--- src/rtl/aac_pkg.sv ---
package aac_pkg;
  typedef enum logic [2:0] {
    PH_IDLE  = 3'd0,
    PH_ADDR  = 3'd1,
    PH_WAIT  = 3'd2,
    PH_CLAIM = 3'd3,
    PH_HOLD  = 3'd4
  } phase_t;
endpackage

--- src/rtl/aac_span_counter.sv ---
module aac_span_counter #(
  parameter int SPAN = 3
) (
  input  logic clk,
  input  logic rst_n,
  input  logic run,
  output logic fire
);
  localparam int CW = (SPAN > 2) ? $clog2(SPAN) : 1;
  localparam logic [CW-1:0] LAST = CW'(SPAN - 2);

  logic [CW-1:0] cnt_q, cnt_d;
  logic          cnt_en;

  assign fire   = run && (cnt_q == LAST);
  assign cnt_en = !run || !fire;

  always_comb begin
    cnt_d = cnt_q;
    if (!run)       cnt_d = '0;
    else if (!fire) cnt_d = cnt_q + 1'b1;
  end

  always_ff @(posedge clk or negedge rst_n) begin
    if (!rst_n)      cnt_q <= '0;
    else if (cnt_en) cnt_q <= cnt_d;
  end


  span_restart_chk: assert property (@(posedge clk) disable iff (!rst_n)
    $rose(run) |-> (cnt_q == '0));
endmodule

--- src/rtl/addr_ack_ctrl.sv ---
module addr_ack_ctrl #(
  parameter int TT_W       = 5,
  parameter int AO_BIT     = 1,
  parameter int ACK_DELAY  = 3,
  parameter int CLK_MHZ    = 50,
  parameter int TIMEOUT_US = 40
) (
  input  logic            clk,
  input  logic            rst_n,
  input  logic            start_n,
  input  logic [TT_W-1:0] xtype,
  input  logic            addr_claimed,
  input  logic            data_done,
  output logic            addr_ack_n,
  output logic            xfer_err_n
);
  import aac_pkg::*;

  localparam int TO_CYC = CLK_MHZ * TIMEOUT_US;

  phase_t phase_q, phase_d;
  logic   ack_q, ack_d, err_q, err_d;
  logic   ao_run, ao_fire, wd_run, wd_expire;

  assign ao_run = (phase_q == PH_ADDR);
  assign wd_run = (phase_q == PH_WAIT);

  aac_span_counter #(.SPAN(ACK_DELAY)) u_ack_delay (
    .clk(clk), .rst_n(rst_n), .run(ao_run), .fire(ao_fire)
  );

  aac_span_counter #(.SPAN(TO_CYC)) u_watchdog (
    .clk(clk), .rst_n(rst_n), .run(wd_run), .fire(wd_expire)
  );

  always_comb begin
    phase_d = phase_q;
    ack_d   = 1'b0;
    err_d   = 1'b0;
    unique case (phase_q)
      PH_IDLE: begin
        if (!start_n) begin
          if (xtype[AO_BIT])    phase_d = PH_ADDR;
          else if (addr_claimed) phase_d = PH_CLAIM;
          else                   phase_d = PH_WAIT;
        end
      end
      PH_ADDR: begin
        if (ao_fire) begin
          ack_d   = 1'b1;
          phase_d = PH_HOLD;
        end
      end
      PH_WAIT: begin
        if (data_done)         phase_d = PH_IDLE;
        else if (addr_claimed) phase_d = PH_CLAIM;
        else if (wd_expire) begin
          err_d   = 1'b1;
          phase_d = PH_HOLD;
        end
      end
      PH_CLAIM: begin
        if (data_done) phase_d = PH_IDLE;
      end
      PH_HOLD: phase_d = PH_IDLE;
      default: phase_d = PH_IDLE;
    endcase
  end

  always_ff @(posedge clk or negedge rst_n) begin
    if (!rst_n) begin
      phase_q <= PH_IDLE;
      ack_q   <= 1'b0;
      err_q   <= 1'b0;
    end else begin
      phase_q <= phase_d;
      ack_q   <= ack_d;
      err_q   <= err_d;
    end
  end

  assign addr_ack_n = ~ack_q;
  assign xfer_err_n = ~err_q;


  ack_err_excl_chk: assert property (@(posedge clk) disable iff (!rst_n)
    !(ack_q && err_q));

  ack_single_chk: assert property (@(posedge clk) disable iff (!rst_n)
    ack_q |=> !ack_q);

  err_single_chk: assert property (@(posedge clk) disable iff (!rst_n)
    err_q |=> !err_q);

  ack_src_chk: assert property (@(posedge clk) disable iff (!rst_n)
    $rose(ack_q) |-> $past(phase_q == PH_ADDR));

  ao_no_err_chk: assert property (@(posedge clk) disable iff (!rst_n)
    (phase_q == PH_ADDR) |=> !err_q);

  wd_stop_chk: assert property (@(posedge clk) disable iff (!rst_n)
    wd_expire |=> !wd_run);

  hold_exit_chk: assert property (@(posedge clk) disable iff (!rst_n)
    (phase_q == PH_HOLD) |=> (phase_q == PH_IDLE));
endmodule

--- config.mk ---
export PLATFORM = sky130hd
export DESIGN_NAME = addr_ack_ctrl
export DESIGN_NICKNAME = d
export VERILOG_FILES = /design/src/rtl/aac_pkg.sv /design/src/rtl/aac_span_counter.sv /design/src/rtl/addr_ack_ctrl.sv
export SDC_FILE = /design/constraint.sdc
export NUM_CORES = 1
export LEC_CHECK = 0
export BUFFER_PORTS_ARGS = -buffer_cell sky130_fd_sc_hd__buf_4
export CAP_MARGIN = 10
export CORE_MARGIN = 4
export CORE_UTILIZATION = 50
export CTS_CLUSTER_DIAMETER = 150
export DETAILED_ROUTE_END_ITERATION = 8
export GPL_ROUTABILITY_DRIVEN = 1
export PLACE_DENSITY_LB_ADDON = 0.08
export SYNTH_ARGS = -nofsm -noshare
export SYNTH_HDL_FRONTEND = slang
export SYNTH_SLANG_ARGS = --single-unit
export TNS_END_PERCENT = 30
--- constraint.sdc ---
create_clock -name clk -period 4.57 [get_ports clk]
set_input_delay 0.457 -clock clk [delete_from_list [all_inputs] [get_ports clk]]
set_output_delay 0.457 -clock clk [all_outputs]
set_load 0.01 [all_outputs]
# After elaboration in Yosys (flattened, before gate mapping)

Index checks and enable logic that the tools add are counted.

Reductions and logical operators: 12
Bitwise gates (word level): 2
Muxes and demuxes: 19
Add/sub/neg operators: 2
Shifts and indexed selects: 0
Order comparisons: 0
Divide/modulo/power cells: 0
Equal/unequal tests: 11
Multiply operators: 0

Operators with widths:

| cell                    | number |
|---|---|
| $mux W11                | 2 |
| $mux W3                 | 6 |
| $pmux W3 S4             | 1 |
| $add A11 B1 Y11 const B | 1 |
| $eq A11 B11 Y1 const B  | 1 |
| $ne A2 B2 Y1 const B    | 5 |
| $mux W1                 | 7 |
| $eq A3 B2 Y1 const B    | 2 |
| $mux W2                 | 3 |
| $logic_not A1 Y1        | 4 |
| $ne A4 B4 Y1 const B    | 1 |
| $reduce_and A2 Y1       | 2 |
| $reduce_and A4 Y1       | 1 |
| $eq A3 B1 Y1 const B    | 1 |
| $logic_not A3 Y1        | 1 |
| $add A2 B1 Y2 const B   | 1 |
| $eq A2 B1 Y1 const B    | 1 |
| $logic_and A1 B1 Y1     | 2 |
| $logic_or A1 B1 Y1      | 2 |
| $not A1 Y1              | 2 |

Output and inout bits: 2
Memories kept: 0
Flip-flop bits (word level): 18
Bits in writable memories: 0
ROM bits: 0
Bits of input ports: 10
Bits in latches: 0

# Logic depth before layout (Yosys ltp)

Gate-level depths: netlist of run 1.

Word-level depth: 6
Mapped depth: 6

# By module

A second synthesis of run 1 with hierarchy kept.

Cells, all modules: 98
Area, all modules: 965.9 um2

By module, submodules not included:

| module                          | area an instance (um2) | times used | cells each | seq. area each (um2) |
|---|---|---|---|---|
| aac_span_counter at u_watchdog  | 608.1                  | 1          | 61         | 275.3 |
| addr_ack_ctrl                   | 247.7                  | 1          | 27         | 125.1 |
| aac_span_counter at u_ack_delay | 110.1                  | 1          | 10         | 50.0 |

# Worst setup path after synthesis of run 1

OpenSTA, ideal clock, no wires.

Kind: register to register
Start: register u_watchdog.cnt_q[0]
End: register phase_q[1]
Slack: 2984 ps
Stages on the path, launching flop included: 6
Data arrival time: 1462 ps
Data required time: 4446 ps
Buffers on the path: 0
Library setup time: 124 ps
Clock period less this slack: 1586 ps
Path through: dfrtp_1 > inv_1 > ha_1 > nand4_1 > or4_4 > a211o_1

Word-level cells in the longest chain between the ends: 4

RTL lines:

| item                        | line                   | text |
|---|---|---|
| from (decl)                 | aac_span_counter.sv:12 | `logic [CW-1:0] cnt_q, cnt_d;` |
| from (signal assigned)      | aac_span_counter.sv:26 | `else if (cnt_en) cnt_q <= cnt_d;` |
| $eq A11 B11 Y1              | aac_span_counter.sv:15 | `assign fire = run && (cnt_q == LAST);` |
| $logic_and A1 B1 Y1         | aac_span_counter.sv:15 |  |
| $ne A4 B4 Y1 (no line)      | -                      |  |
| $reduce_and A4 Y1 (no line) | -                      |  |
| to (signal assigned)        | addr_ack_ctrl.sv:76    | `phase_q <= phase_d;` |
| to (decl)                   | addr_ack_ctrl.sv:21    | `phase_t phase_q, phase_d;` |

No other way between the ends.
A chain may end at the register's enable or synchronous reset.

# Final worst setup path of run 1

Same ends and word-level chain as after synthesis.

==> results.tsv, run 1 <==
metric	value	unit
status	finished clean	
met3_wirelength	44	um
cts_root_buf	clkbuf_4	
period_share	36.74	%
cts-buffers-inserted	3	
grt_remaining_overflow	0	
worstSetupStartpointType	flop	
drive_gt1_share	15.38	%
clk-insertion-delay-late	0.29	ns
crit_family	simple AND/OR/NAND/NOR gates	
cts.sinks	18	
critical_path_class	reg -> reg	
finalSetupViolCount	0	
powerDensity	398.9	nW/um^2
max_slew.worst_pin.slew	0.3689	ns
rrSetupSlack	2.89	ns
required	4.75	ns
drt_pass1_iterations	3	
rsz0062_at_grt	false	
wirelength	1506	um
final_hold_viol_count	0	
grt_pass1_wl	2718	um
netlist_top_cells_area	dfrtp_1, xnor2_1, nor2_1, ha_1, nor3_1	
clockBufferDepth	2	
syn_area_per_cell	9.823	um^2
grtUsageTotal	13.94	%
initial_core_util	52.90	%
dp_worst_setup_slack	2.902	ns
max_freq	0.5956	GHz
dp_hpwl	1180	um
peakVddDrop	234.5	uV
slew_viol_final	0	
cts_hold_buf	0	
fin_setup_tns	0	ns
synth.largest_area_cell	dfrtp_1	
cts_setup_buffers	0	
antenna_left	0	
wl_met1	761	um
crit_slowest_cell	or4_4	
ys.flop_type	dfrtp_1	
dieWidth	50.98	um
num_rows	15	
gp_congestion	0.7959	
ys_seq_area_share	48.78	%
ys_async_sr_fraction	100.0	%
layout_min_cycle_time	1.679	ns
r2r_cells	5	
routed.top_layer	met4	
wl_met2	652	um
yosys_warnings	0	
io_pins	12	
worstSetupPathDepth	5	
grt_max_degree	19	
power.leakage	0.4633	nW
skew	0.004278	ns
timing.final.ws_setup	2.891	ns
path_max_fanout	5	
cts_tree	yes	
cts_resized	0	
avgViaCountPerCell	5.395	
wl_per_cell	11.67	um
drc	0	
cp_num_buf_inv	1	
fin_hold_ws	0.01083	ns
dieArea	2598	um^2
n_antenna_cell	0	
hold_path_class	in -> async	
syn_nets	107	
area_growth	12.47	%
r2r_end	phase_q[1]$_DFFE_PN0P_	
grt_pass1_vias	673	
antenna_found_initial	0	
vias	696	
syn_area	923.4	um^2
r2r_start	u_watchdog.cnt_q[0]$_DFFE_PN0P_	
maxCapViolations	0	
ys_ff_latch	18	
netlist.area_leader.share	48.78	%
crit_path_end_kind	flop	
mostFrequentLayoutCell	dfrtp_1	
endpoint	phase_q[1]$_DFFE_PN0P_	
slew_headroom	75.21	%
core_area	1745	um^2
worstSetupStartpoint	u_watchdog.cnt_q[0]$_DFFE_PN0P_	
clk_pin_slew_worst_paths	0.10	ns
drtIter0Drc	4	
fillerInstances	150	
ctsHtreeMaxLevel	1	
syn_inst	94	
worstPathCellList	inv_1, ha_1, nand4_1, or4_4, a211o_1	
worstPathArrival	1.86	ns
io_buffers	7	
final_nets	118	
final_cell_mix	dfrtp_1, nor2_1, inv_1, buf_4	
max_stage_delay	0.48	ns
dieHeight	50.98	um
synth_edf_count	0	
ys_types	31	
per-layer routing:
| layer | up-vias | track usage (%) |
|---|---|---|
| met5 | - | 0 |
| met4 | 0 | 10.76 |
| met3 | 6 | 2.915 |
| met2 | 9 | 21.03 |
| met1 | 326 | 17.22 |
| li1 | 355 | - |
synthesized netlist by cell type (3+ instances only):
cell,number
dfrtp_1,18
nor2_1,13
inv_1,7
nor3_1,6
xnor2_1,6
nand3_1,5
nand2_1,4
a21oi_1,3
ha_1,3
nor4_1,3
stage by stage:
step / area [um^2] / util [%] / power, mW / std cells
finish: 1039 / 59.50 / 0.4143 / 129
CTS: 1039 / 59.50 / 0.4182 / 129
global placement: 1002 / 57.42 / 0.3195 / 125
detailed placement: 1002 / 57.42 / 0.3233 / 125
global route: 1039 / 59.50 / 0.4463 / 129
floorplan: 923.4 / - / 0.2941 / 94
worst register-to-register path: stages, from the launching register on:
cell and delay (ns):
dfrtp_1 0.41, inv_1 0.10, ha_1 0.15, nand4_1 0.13, or4_4 0.48, a211o_1 0.30
worst min-delay path by stage:
| stage | from | end | slack (ns) |
|---|---|---|---|
| 4_1_cts | rst_n | err_q$_DFF_PN0_ | 0.02 |
| 5_1_grt | rst_n | u_watchdog.cnt_q[0]$_DFFE_PN0P_ | 0.02 |
| 3_5_place_dp | rst_n | u_watchdog.cnt_q[6]$_DFFE_PN0P_ | 0.34 |
| 6_report | rst_n | u_watchdog.cnt_q[6]$_DFFE_PN0P_ | 0.01 |
| 3_3_place_gp | rst_n | u_watchdog.cnt_q[8]$_DFFE_PN0P_ | 0.34 |
| 2_1_floorplan | rst_n | ack_q$_DFF_PN0_ | 0.16 |
power by group:
| group | total (mW) | switching, mW | internal, mW |
|---|---|---|---|
| combinational | 0.110 | 0.0609 | 0.0488 |
| sequential | 0.210 | 0.0281 | 0.182 |
| clock | 0.0949 | 0.0464 | 0.0485 |
cell type report:
| cell class | instances | area (um^2) | area share (%) |
|---|---|---|---|
| inverter | 7 | 26.28 | 2.530 |
| timing repair buffer | 7 | 52.55 | 5.060 |
| sequential | 18 | 450.4 | 43.37 |
| tap | 25 | 31.28 | 3.012 |
| clock buffer | 4 | 36.28 | 3.494 |
| multi-input combinational | 68 | 441.7 | 42.53 |
logic make-up after synthesis:
logic type | count (synthesis) | synth area share, %
simple gates | 43 | 25.20
flops | 18 | 48.78
compound gates | 14 | 10.98
xor+xnor | 8 | 7.588
buf+inv | 8 | 3.388
fa+ha+maj | 3 | 4.065
sequential cells by signal, summed over array words and instances (netlist names):
register,flops
ack_q,1
u_ack_delay.cnt_q,2
u_watchdog.cnt_q,11
phase_q,3
err_q,1
(Power assumes the default switching activity.)
==> inputs of run 2 (changes only) <==
--- a/config.mk
+++ b/config.mk
@@ -8,7 +8,7 @@
 export BUFFER_PORTS_ARGS = -buffer_cell sky130_fd_sc_hd__buf_4
 export CAP_MARGIN = 10
 export CORE_MARGIN = 4
-export CORE_UTILIZATION = 50
+export CORE_UTILIZATION = 49
 export CTS_CLUSTER_DIAMETER = 150
 export DETAILED_ROUTE_END_ITERATION = 8
 export GPL_ROUTABILITY_DRIVEN = 1
==> constraint.sdc (replaced) <==
create_clock -name clk -period 1.54 [get_ports clk]
set_input_delay 0.154 -clock clk [delete_from_list [all_inputs] [get_ports clk]]
set_output_delay 0.154 -clock clk [all_outputs]
set_load 0.01 [all_outputs]
==> run 2 against run 1 <==
Against the previous run: die area increased by 1.7%; critical path depth unchanged; maximum frequency increased by 9.6%; total power increased to 3.3 times the previous value; sequential power increased to 2.9 times the previous value; setup slack got worse by 2.9 ns; worst hold slack improved by 0.20 ns; critical endpoint unchanged.
==> results.tsv, run 2 (same netlist as run 1, synthesis figures left out) <==
metric	value	unit	change
drtIter0Drc	14		+10
met3_wirelength	69	um	+57%
timing.final.ws_setup	0.007885	ns	-2.883 ns
status	finished clean		
wl_met1	880	um	+16%
initial_core_util	52.34	%	-0.56 points
skew	0.002855	ns	-0.001423 ns
dp_worst_setup_slack	-0.07703	ns	-2.979 ns
worstPathArrival	1.72	ns	-0.14 ns
required	1.73	ns	-3.02 ns
grt_pass1_vias	792		+18%
utilization	70.35	%	+11 points
antenna_left	0		unchanged
clk_pin_slew_worst_paths	0.10	ns	about the same
gp_congestion	0.7925		-0.43%
dieHeight	51.41	um	+0.85%
vias	777		+12%
cts.sinks	18		unchanged
fin_hold_ws	0.2120	ns	+0.2012 ns
dieWidth	51.41	um	+0.85%
top_register	u_watchdog.cnt_q		
powerDensity	1093	nW/um^2	+170%
ctsHtreeMaxLevel	1		unchanged
power.leakage	0.5718	nW	+23%
final_cell_mix	buf_4, dfrtp_1, nor2_1, inv_1, nor3_1		
dieArea	2643	um^2	+1.7%
cts_root_buf	clkbuf_4		
core_area	1764	um^2	+1.1%
max_freq	0.6527	GHz	+9.6%
worstSetupStartpointType	flop		
crit_path_end_kind	flop		
r2r_cells	5		unchanged
finalSetupViolCount	0		unchanged
cts_tree	yes		
design_area	1241	um^2	+20%
path_max_fanout	5		unchanged
num_rows	15		unchanged
fin_setup_tns	0	ns	unchanged
drc	0		unchanged
avgViaCountPerCell	5.286		-2.0%
io_buffers	7		unchanged
grtUsageTotal	17.11	%	+3.2 points
rsz0062_at_grt	true		
cts-buffers-inserted	3		unchanged
routed.top_layer	met4		
drive_gt1_share	31.97	%	+17 points
slew_viol_final	0		unchanged
dpl_cell_area	1122	um^2	+12%
antenna_found_initial	0		unchanged
period_share	99.49	%	+63 points
max_slew.worst_pin.slew	0.3931	ns	+0.02422 ns
critical_path_class	reg -> reg		
dp_hpwl	1380	um	+17%
drt_pass1_iterations	4		+1
final_nets	136		+15%
whs_path_depth	3		
final_hold_viol_count	0		unchanged
layout_min_cycle_time	1.532	ns	-0.1468 ns
mostFrequentLayoutCell	buf_4		
n_antenna_cell	0		unchanged
hold_path_class	in -> reg		
io_pins	12		unchanged
reg_top3	u_watchdog.cnt_q: 11 flops, phase_q: 3 flops, u_ack_delay.cnt_q: 2 flops		
grt_max_degree	19		unchanged
grt_pass1_wl	3381	um	+24%
area_growth	34.42	%	
grt_remaining_overflow	0		unchanged
slew_headroom	73.55	%	-1.7 points
peakVddDrop	821.2	uV	+250%
wl_per_cell	12.91	um	+11%
wirelength	1898	um	+26%
clk-insertion-delay-late	0.29	ns	about the same
clockBufferDepth	2		unchanged
largest_register_ffs	11		unchanged
maxCapViolations	0		unchanged
wl_met2	925	um	+42%
==> run 2: cell count changes in the layout (fill, tap and decap cells not counted), sizes merged <==
cell	previous run	this run
buf	7	24
dlygate4sd3	0	1
==> run 2: layout make-up <==
class / instances / area (um^2)
clock buffers: 4 / 36.28
fillers: 150 / 523.0
inverters: 7 / 26.28
multi-input cells: 68 / 506.7
flip-flops and latches: 18 / 450.4
well taps: 25 / 31.28
repair buffers: 25 / 190.2
==> run 2: final timing paths <==
path                       slack [ns]                             start                                to
hold / removal                   0.21                      addr_claimed            phase_q[0]$_DFFE_PN0P_
setup / recovery                0.008   u_watchdog.cnt_q[0]$_DFFE_PN0P_            phase_q[1]$_DFFE_PN0P_
setup reg to reg                0.008   u_watchdog.cnt_q[0]$_DFFE_PN0P_            phase_q[1]$_DFFE_PN0P_
min in group asynchronous        0.25                             rst_n   u_watchdog.cnt_q[9]$_DFFE_PN0P_
hold reg to reg                  0.53  u_ack_delay.cnt_q[1]$_DFFE_PN0N_  u_ack_delay.cnt_q[1]$_DFFE_PN0N_
max in group asynchronous        1.09                             rst_n   u_watchdog.cnt_q[3]$_DFFE_PN0P_
==> run 2: worst max-delay path, cell delays in order, from the launching register on <==
cell     delay (ns)
dfrtp_1        0.40
inv_2          0.08
ha_4           0.11
nand4_1        0.09
or4_4          0.47
a211o_1        0.28
==> run 2: what timing repair did <==
action / 4_1_cts / 5_1_grt
pin swaps: 4 / 2
setup buffers: 1 / 0
hold buffers: 1 / 0
endpoints found under the setup margin: 5 / 7
endpoints found under the hold margin: 18 / 0
resized for setup: 5 / 6
==> run 2: metal layers <==
layer	GRT usage, %	vias to the layer above
met5	0	-
met4	8.297	0
met3	2.915	4
met2	28.81	17
met1	20.96	363
li1	-	393
==> run 2: per-stage QoR <==
| step | total power, mW | std cells |
|---|---|---|
| 3_3_place_gp | 0.9911 | 141 |
| 2_1_floorplan | 0.8726 | 94 |
| 5_1_grt | 1.463 | 147 |
| 6_report | 1.357 | 147 |
| 3_5_place_dp | 1.010 | 141 |
| 4_1_cts | 1.324 | 147 |
==> run 2: power by group <==
group	leakage [nW]	total, mW	switching [mW]	internal (mW)
Clock	0.0210	0.290	0.146	0.144
Sequential	0.246	0.607	0.0678	0.539
Combinational	0.305	0.460	0.245	0.215
